### src/rtl/swt_pkg.sv
package swt_pkg;
  typedef enum logic [1:0] {
    ST_RUN     = 2'd0,
    ST_STANDBY = 2'd1,
    ST_RECOVER = 2'd2
  } swt_state_e;
endpackage

### src/rtl/swt_prescaler.sv
module swt_prescaler #(
  parameter int SEL_W = 3,
  parameter int PRE_W = 14,
  parameter int unsigned DIV_LOG2 [2**SEL_W] = '{1, 6, 7, 8, 9, 10, 12, 13}
) (
  input  logic             clk,
  input  logic             rst,
  input  logic             active,
  input  logic [SEL_W-1:0] sel,
  output logic             tick
);
  localparam int NSEL = 2**SEL_W;

  logic [PRE_W-1:0] phase_q;
  logic [NSEL-1:0]  tick_vec;

  always_ff @(posedge clk) begin
    if (rst || !active) phase_q <= '0;
    else                phase_q <= phase_q + 1'b1;
  end

  // one tap per ratio: fires when the low bits of the phase are all ones
  for (genvar g = 0; g < NSEL; g++) begin : g_tap
    localparam logic [PRE_W-1:0] MASK = PRE_W'((64'd1 << DIV_LOG2[g]) - 64'd1);
    assign tick_vec[g] = active && ((phase_q & MASK) == MASK);
  end

  assign tick = tick_vec[sel];
endmodule

### src/rtl/swt_counter.sv
module swt_counter #(
  parameter int CNT_W = 8
) (
  input  logic             clk,
  input  logic             rst,
  input  logic             active,
  input  logic             tick,
  output logic [CNT_W-1:0] cnt,
  output logic             ovf
);
  localparam logic [CNT_W-1:0] TOP = '1;

  always_ff @(posedge clk) begin
    if (rst || !active) cnt <= '0;
    else if (tick)      cnt <= cnt + 1'b1;
  end

  assign ovf = active && tick && (cnt == TOP);
endmodule

### src/rtl/swt_ctrl.sv
module swt_ctrl
  import swt_pkg::*;
#(
  parameter int SEL_W = 3
) (
  input  logic             clk,
  input  logic             rst,
  input  logic             cfg_wr,
  input  logic             cfg_run,
  input  logic             cfg_mode,
  input  logic [SEL_W-1:0] cfg_rate,
  input  logic             irq_clr,
  input  logic             wake_nmi,
  input  logic             stby_req,
  input  logic             ovf,
  output logic             en_q,
  output logic             mode_q,
  output logic [SEL_W-1:0] rate_q,
  output logic             count_active,
  output swt_state_e       state_q,
  output logic             irq,
  output logic             stby_ok,
  output logic             clk_release
);
  swt_state_e state_d;

  always_comb begin
    state_d = state_q;
    unique case (state_q)
      ST_RUN:     if (stby_req && !en_q) state_d = ST_STANDBY;
      ST_STANDBY: if (wake_nmi)          state_d = ST_RECOVER;
      ST_RECOVER: if (ovf)               state_d = ST_RUN;
      default:                           state_d = ST_RUN;
    endcase
  end

  assign count_active = (state_q == ST_RECOVER) || ((state_q == ST_RUN) && en_q);

  always_ff @(posedge clk) begin
    if (rst) begin
      state_q     <= ST_RUN;
      en_q        <= 1'b0;
      mode_q      <= 1'b0;
      rate_q      <= '0;
      irq         <= 1'b0;
      stby_ok     <= 1'b0;
      clk_release <= 1'b0;
    end else begin
      state_q     <= state_d;
      stby_ok     <= (state_d != ST_RUN);
      clk_release <= (state_q == ST_RECOVER) && ovf;
      if (cfg_wr && state_q == ST_RUN) begin
        en_q   <= cfg_run;
        mode_q <= cfg_mode;
        rate_q <= cfg_rate;
      end
      if (state_q == ST_RUN && en_q && !mode_q && ovf) irq <= 1'b1;
      else if (irq_clr)                                irq <= 1'b0;
    end
  end
endmodule

### src/rtl/standby_wake_timer.sv
module standby_wake_timer
  import swt_pkg::*;
#(
  parameter int CNT_W = 8,
  parameter int SEL_W = 3,
  parameter int unsigned DIV_LOG2 [2**SEL_W] = '{1, 6, 7, 8, 9, 10, 12, 13}
) (
  input  logic             clk,
  input  logic             rst,
  input  logic             cfg_wr,
  input  logic             cfg_run,
  input  logic             cfg_mode,
  input  logic [SEL_W-1:0] cfg_rate,
  input  logic             irq_clr,
  input  logic             wake_nmi,
  input  logic             stby_req,
  output logic [CNT_W-1:0] tcount,
  output logic             irq,
  output logic             stby_ok,
  output logic             clk_release
);
  function automatic int max_log2();
    int m = 0;
    for (int i = 0; i < 2**SEL_W; i++)
      if (int'(DIV_LOG2[i]) > m) m = int'(DIV_LOG2[i]);
    return m;
  endfunction

  localparam int PRE_W = max_log2() + 1;

  logic             en_q, mode_q, count_active, pre_tick, ovf;
  logic [SEL_W-1:0] rate_q;
  swt_state_e       state_q;

  swt_prescaler #(.SEL_W(SEL_W), .PRE_W(PRE_W), .DIV_LOG2(DIV_LOG2)) u_pre (
    .clk(clk), .rst(rst), .active(count_active), .sel(rate_q), .tick(pre_tick)
  );

  swt_counter #(.CNT_W(CNT_W)) u_cnt (
    .clk(clk), .rst(rst), .active(count_active), .tick(pre_tick),
    .cnt(tcount), .ovf(ovf)
  );

  swt_ctrl #(.SEL_W(SEL_W)) u_ctrl (
    .clk(clk), .rst(rst), .cfg_wr(cfg_wr), .cfg_run(cfg_run), .cfg_mode(cfg_mode),
    .cfg_rate(cfg_rate), .irq_clr(irq_clr), .wake_nmi(wake_nmi), .stby_req(stby_req),
    .ovf(ovf), .en_q(en_q), .mode_q(mode_q), .rate_q(rate_q),
    .count_active(count_active), .state_q(state_q), .irq(irq), .stby_ok(stby_ok),
    .clk_release(clk_release)
  );
endmodule

### config.mk
export PLATFORM = sky130hd
export DESIGN_NAME = standby_wake_timer
export DESIGN_NICKNAME = d
export VERILOG_FILES = /design/src/rtl/swt_pkg.sv /design/src/rtl/swt_prescaler.sv /design/src/rtl/swt_counter.sv /design/src/rtl/swt_ctrl.sv /design/src/rtl/standby_wake_timer.sv
export SDC_FILE = /design/constraint.sdc
export NUM_CORES = 1
export LEC_CHECK = 0
export BUFFER_PORTS_ARGS = -buffer_cell sky130_fd_sc_hd__buf_2
export CORE_ASPECT_RATIO = 0.9
export CORE_MARGIN = 2
export CORE_UTILIZATION = 40
export CTS_CLUSTER_SIZE = 12
export DETAILED_ROUTE_END_ITERATION = 16
export GPL_TIMING_DRIVEN = 0
export PLACE_DENSITY = 0.55
export SLEW_MARGIN = 20
export SYNTH_ARGS = -nofsm -noshare
export SYNTH_HDL_FRONTEND = slang
export SYNTH_SLANG_ARGS = --single-unit
### constraint.sdc
create_clock -name clk -period 7.4 [get_ports clk]
set_input_delay 0 -clock clk [delete_from_list [all_inputs] [get_ports clk]]
set_output_delay 0 -clock clk [all_outputs]
set_load 0.01 [all_outputs]
==> Word-level counts from Yosys, hierarchy flattened <==
Cells that the tools add are included.
{ "word_totals": {"elab_cells": 54, "output_inout_bits": 11, "reg_bits": 32} }
{ "op_classes": {"mux": 8, "add_sub_neg": 2, "n_reduce_logical": 24, "eq_ne": 10, "n_lt_le_gt_ge": 1} }
{ "op_table": {"columns": ["operator", "count"], "rows": [
  ["equality test 8 bit (second input constant)", 2],
  ["logical AND 1 bit", 16],
  ["adder 14 x 1 -> 14 bit (second input constant)", 1],
  ["equality test 13 bit (second input constant)", 1],
  ["equality test 12 bit (second input constant)", 1],
  ["equality test 10 bit (second input constant)", 1],
  ["equality test 9 bit (second input constant)", 1],
  ["adder 8 x 1 -> 8 bit (second input constant)", 1],
  ["equality test 7 bit (second input constant)", 1],
  ["equality test 6 bit (second input constant)", 1],
  ["2-to-1 mux 2 bit", 3],
  ["one-hot mux 2 bit (3 select lines)", 1],
  ["< comparator 3 x 4 -> 1 bit (second input constant)", 1],
  ["nonzero test 2 bit", 2],
  ["binary-select mux 1 bit (select 3 bit)", 1],
  ["zero test 1 bit", 3],
  ["2-to-1 mux 1 bit", 3],
  ["equality test 2 x 1 -> 1 bit (second input constant)", 1],
  ["equality test 2 bit (second input constant)", 1],
  ["zero test 2 bit", 1],
  ["logical OR 1 bit", 2]
]} }

==> Longest topological paths before layout <==
{ "depth": {"depth_word": 11, "ltp_mapped": 11} }

==> Modules after synthesis <==
From an unflattened synthesis, not the netlist that was laid out.
{ "hier_totals": {"hier_cells": 155, "area_unflattened_um2": 1387.6} }
{ "by_module_without_submodules": {"columns": ["module", "instances", "area_each_um2", "cells_per_inst"], "rows": [
  ["swt_prescaler", 1, 649.4, 77],
  ["swt_ctrl", 1, 382.9, 38],
  ["swt_counter", 1, 355.3, 40]
]} }

==> Worst setup path before layout <==
No wires, ideal clock.
{ "synth_timing": {"path_type": "register to register", "start": "register u_pre.phase_q[0]", "end": "register u_cnt.cnt[3]", "setup_time_ns": 0.070, "slack_ns": 4.922, "path_stages_with_launch": 12, "t_arrival_ns": 2.408, "period_less_slack_ns": 2.478, "path_cell_list": "dfxtp_1 ha_1 and4_4 nand2_1 nor2_1 ha_1 nor2b_1 a41oi_2 o221a_4 buf_6 or4_1 a21oi_1"} }
{ "synth_between": {"elab_chain_cells": 4, "word_cells_on_any_way": 17, "cone_classes": "eq/ne (7); mux (2); reduce/logical (8)"} }
{ "synth_lines": {"columns": ["item", "line_no", "text"], "rows": [
  ["from (decl)", "swt_prescaler.sv:14", "logic [PRE_W-1:0] phase_q;"],
  ["from (signal assigned)", "swt_prescaler.sv:19", "else phase_q <= phase_q + 1'b1;"],
  ["equality test 13 bit, or another cell as far along", "swt_prescaler.sv:25", "assign tick_vec[g] = active && ((phase_q & MASK) == MASK);"],
  ["logical AND 1 bit", "swt_prescaler.sv:25", null],
  ["binary-select mux 1 bit (select 3 bit) *", "swt_prescaler.sv:28", "assign tick = tick_vec[sel];"],
  ["2-to-1 mux 1 bit (implied by the code) *", "swt_prescaler.sv:28", null],
  ["to (signal assigned)", "swt_counter.sv:15", "else if (tick) cnt <= cnt + 1'b1;"],
  ["to (decl)", "swt_counter.sv:8", "output logic [CNT_W-1:0] cnt,"]
]} }
Every way passes the cells marked *; elsewhere a longest branch is shown, timed or not. The select of a mux whose other input is x is not followed.
A chain may end at the register's enable or synchronous reset.

==> Worst setup path in the final report <==
Ends and elaborated chain as after synthesis.

==> summary.md <==
The area share of fa/ha/maj cells after synthesis came out at 0.0251. The worst hold path class is input port to register. Based on the critical path, the design can be clocked at up to 0.362 GHz. In this design, the largest share of critical-path delay is due to simple AND/OR/NAND/NOR gates. The slack of the worst reg-to-reg path is 4.64 ns. The pre-antenna-repair detailed-routing pass consisted of 4 iterations.

Critical path endpoint: u_cnt.cnt[3]$_SDFFE_PP0N_. Dividing the detail-routed via count by the number of cells gives 5.19. TritonCTS built the clock tree. The count of mapped cells out of synthesis was 169; the final setup violation count was 0. The synthesized netlist contains 42 unique library cells. For the post-route cell area, the log shows 1850 um^2. Cell type with the highest occurrence count on the critical path: ha_1. For this design, the sink count on the clock tree is 31. The simple-gate share of the synthesized area works out to 0.269.

The post-route minimum period works out to 2.76 ns. Setup repair after global routing left no endpoint under its margin. After clock tree synthesis, the clock-pin slew on the worst setup and hold paths is 0.07 ns.

For the combined area of the multi-input logic cells, the log shows 820 um^2. The number of failing hold endpoints at the final stage is 0, and the average footprint of a synthesized cell is 8.85 um^2. The critical path data arrival time is 2.98 ns. The endpoint identified for the worst register-to-register timing path is u_cnt.cnt[3]$_SDFFE_PP0N_. The synthesized design contains 31 register bits. Count of final max-slew check failures: 0. The routed length on met3 came out at 154 um. During placement, the flow inserted port buffers numbering 21. The combinational family with the most area after synthesis was simple AND/OR/NAND/NOR gates. Summed over all failing endpoints, the final setup total negative slack is 0 ns. The tools report the final routed DRC violation total as 0. The routed design has 3120 um of wire. In this run the worst setup path begins at u_pre.phase_q[0]$_SDFF_PP0_. For the pin count of the biggest net entering global routing, the log shows 11.

Buffers added to address setup during post-CTS repair amount to 0. The number of buffers and inverters on the critical path is 1, and the synthesized-area fraction occupied by ao, oa, aoi and oai cells is 0.182. The critical path goes through ha_1 > and4_4 > nand2_1 > nor2_1 > ha_1 > nor2b_1 > a41oi_2 > o221a_4 > buf_6 > or4_1 > a21oi_1. Cell internal power was estimated by the tool at 295 uW.

The count of antenna diodes in the layout is 0. Highest metal layer with signal wires: met4. The synthesis-to-finish area growth is 23.4%, and the overall overflow remaining after global route is 0. Registers take 621 um^2. The overall power after layout is 382 uW. The number of antenna violations at the first check in global routing was 0; the biggest fanout along the worst timing path was 10. The sequential group share of total power came out at 0.457. For the final weighted congestion in routability-driven placement, the log shows 0.737.

When the netlist entered floorplanning its net count stood at 183. The tools report the area of placed instances as 1660 um^2. The combinational cell fraction of total power is 0.089, and the residual antenna-violating net count after detailed routing is 0. Dividing total power by cell area gives a power density of 207 nW/um^2. The logs give 0 for the number of resized instances in the post-cts repair step and 236 for the count of placed standard cells including taps. For the worst setup path, the data required time is 7.62 ns. The number of cells on the worst reg-to-reg path is 11. The run finished with clean final reports. The finished layout holds 251 standard cells, fillers aside. The share of the synthesized area in the top cell type is 0.415.

In the post-synthesis netlist, the biggest area contributors are dfxtp_1, nor2_1, a21oi_1. From bottom edge to top edge, the die measures 62 um. The die width was 68.4 um.

Summing over every cut layer, the via total after detailed routing is 1,302. The endpoint type of the worst setup path was a register. The worst-case IR drop observed on VDD is 146 uV. The tools report the final HPWL from detailed placement as 2270 um. The die covers 4240 um^2. The fraction of layout instances using a drive strength above 1 is 0.210. The fraction of power spent switching nets is 0.228, and the delay contributed by the slowest stage of the critical path is 0.47 ns. The post-synthesis share of cell area spent on xor and xnor gates is 0.0586, and the post-synthesis instance area is 1500 um^2.

The mux contribution to synthesized area was 0.0134. The launch point of the worst reg-to-reg path is u_pre.phase_q[0]$_SDFF_PP0_. In this run the power spent charging and discharging nets is 86.8 uW. In the final routed layout, each cell accounts on average for 12.4 um. Clock latency on the worst-skew pair, taken at its later pin, is 0.29 ns.

The run gives 21 as the row count. TritonCTS created 5 clock buffers. The tools report the post-synthesis sequential area ratio as 0.415.

The number of nets in the layout is 218, and the total of warnings raised by yosys is 0. Summed over all cells, the static leakage comes to 0.693 nW. During I/O placement, the number of pins put on the boundary was 22. The portion of total power attributed to the clock network was 0.454. For this block, wires on met1 add up to 1520 um.

The critical path in this run is classified as register to register. The met2 wirelength from detailed routing was 1400 um. The final clock period utilization by the worst path works out to 0.373. The via count of the first global-routing pass was 1,208.

The type of element launching the critical path is a register. The starting utilization of the core area is 0.409, and the area inside the core boundary is 3650 um^2. dfxtp_1 takes more of the synthesized area than any other cell. The wire length of the first global-routing pass was 5260 um.

The largest buffer count on any clock path is 2. The total stage count of the critical path was 11; the number of inserted filler cells in the final layout was 343. Max-cap violations in this run came to 0.

The worst setup skew after layout is 0.00509 ns. The H-tree was split into 2 levels. For the share of the core filled with cells in the final layout, the log shows 0.505.

Clock tree synthesis selected as its root buffer the cell clkbuf_8. For the pin with the worst max-slew slack, the measured transition is 0.903 ns. For the relative slew slack, the log shows 0.397.

The run gives 0.171 as the global-route total usage across every layer. The slowest stage of the critical path is the or4_1 cell. The run gives 73 as the number of violations reported at the end of detailed-routing iteration 0.
==> how the worst min path moves through the flow <==
stage | start | end | slack (ns) | cells past startpoint
2_1_floorplan | cfg_rate[2] | u_ctrl.rate_q[2]$_SDFFE_PP0P_ | 0.14 | 2
3_3_place_gp | cfg_run | u_ctrl.en_q$_SDFFE_PP0P_ | 0.23 | 3
3_5_place_dp | cfg_rate[0] | u_ctrl.rate_q[0]$_SDFFE_PP0P_ | 0.24 | 3
4_1_cts | rst | u_cnt.cnt[7]$_SDFFE_PP0N_ | 0.04 | 3
5_1_grt | rst | u_ctrl.irq$_SDFFE_PP0P_ | 0.04 | 3
6_report | rst | u_cnt.cnt[7]$_SDFFE_PP0N_ | 0.04 | 3
==> cell type report <==
class,instances,share of cell area
multi-input combinational,126,0.444
tap,46,0.0312
inverter,5,0.0102
buffer,7,0.0197
timing repair buffer,28,0.0949
clock inverter,2,0.0190
sequential,31,0.336
clock buffer,6,0.0447
==> state kept, by name, summed over array words and instances, names as in the netlist <==
signal and cells:
u_ctrl.state_q 2, u_ctrl.stby_ok 1, u_pre.phase_q 13, u_cnt.cnt 8, u_ctrl.en_q 1, u_ctrl.rate_q 3
u_ctrl.mode_q 1, u_ctrl.clk_release 1, u_ctrl.irq 1
==> cells by family (layout without fill, tap and decap cells) <==
logic type	Yosys count	after routing
flops	31	31
compound gates	38	38
simple gates	73	73
buf+inv	12	48
fa+ha+maj	3	3
xor+xnor	10	10
mux	2	2
==> Yosys cell counts, drive strengths merged <==
cell type	count
o211ai	1
or3	2
nor3b	2
a31o	1
nand2b	2
o221a	2
o31a	1
mux2i	2
ha	3
and2	3
o32ai	1
nand4	1
or3b	2
a31oi	1
xor2	7
nand2	9
inv	5
xnor2	3
nand3b	1
buf	3
a41oi	1
nor2b	1
o31ai	7
o221ai	2
clkbuf	4
nor3	2
nor4	1
nor2	24
dfxtp	31
o21ai	4
o21bai	1
nand3	11
or4	6
a21oi	14
and3	3
o22ai	1
and4	3
o21ba	1
==> per-stage QoR <==
step                hold slack, ns  worst slack (ns)
finish                      0.0378              4.64
global route                0.0446              4.48
CTS                         0.0390              4.62
detailed placement           0.235              4.65
global placement             0.229              4.72
floorplan                    0.136              4.92
==> repair_timing <==
item,CTS,global route
endpoints found under the setup margin,0,0
hold buffers,7,0
endpoints found under the hold margin,7,0
==> routing by layer <==
layer | track usage | vias to the layer above
met4 | 0.0686 | 0
li1 | - | 685
met5 | 0 | -
met3 | 0.0649 | 6
met2 | 0.266 | 27
met1 | 0.213 | 584
==> cells in the final DEF, fill, tap and decap left out, types with 5 or more instances in the layout <==
| cell | count |
|---|---|
| dfxtp_1 | 31 |
| clkbuf_8 | 6 |
| nand3_1 | 11 |
| buf_2 | 23 |
| a21oi_1 | 14 |
| nor2_1 | 24 |
| o31ai_1 | 7 |
| dlygate4sd3_1 | 7 |
| inv_1 | 5 |
| nand2_1 | 9 |
| xor2_1 | 7 |
| or4_1 | 6 |
==> worst reg2reg max path, stage by stage (launching register included) <==
cell	delay (ns)
dfxtp_1	0.43
ha_1	0.24
and4_4	0.29
nand2_1	0.14
nor2_1	0.14
ha_1	0.15
nor2b_1	0.16
a41oi_2	0.07
o221a_4	0.31
buf_6	0.14
or4_1	0.47
a21oi_1	0.15
==> power groups by stage <==
stage	registers (mW)	logic [mW]	clock network [mW]
2_1_floorplan	0.178	0.0218	0
3_3_place_gp	0.178	0.0305	0
3_5_place_dp	0.178	0.0311	0
4_1_cts	0.174	0.0340	0.179
5_1_grt	0.175	0.0378	0.188
6_report	0.174	0.0338	0.173
No activity file was read; power rests on OpenSTA's default activity.
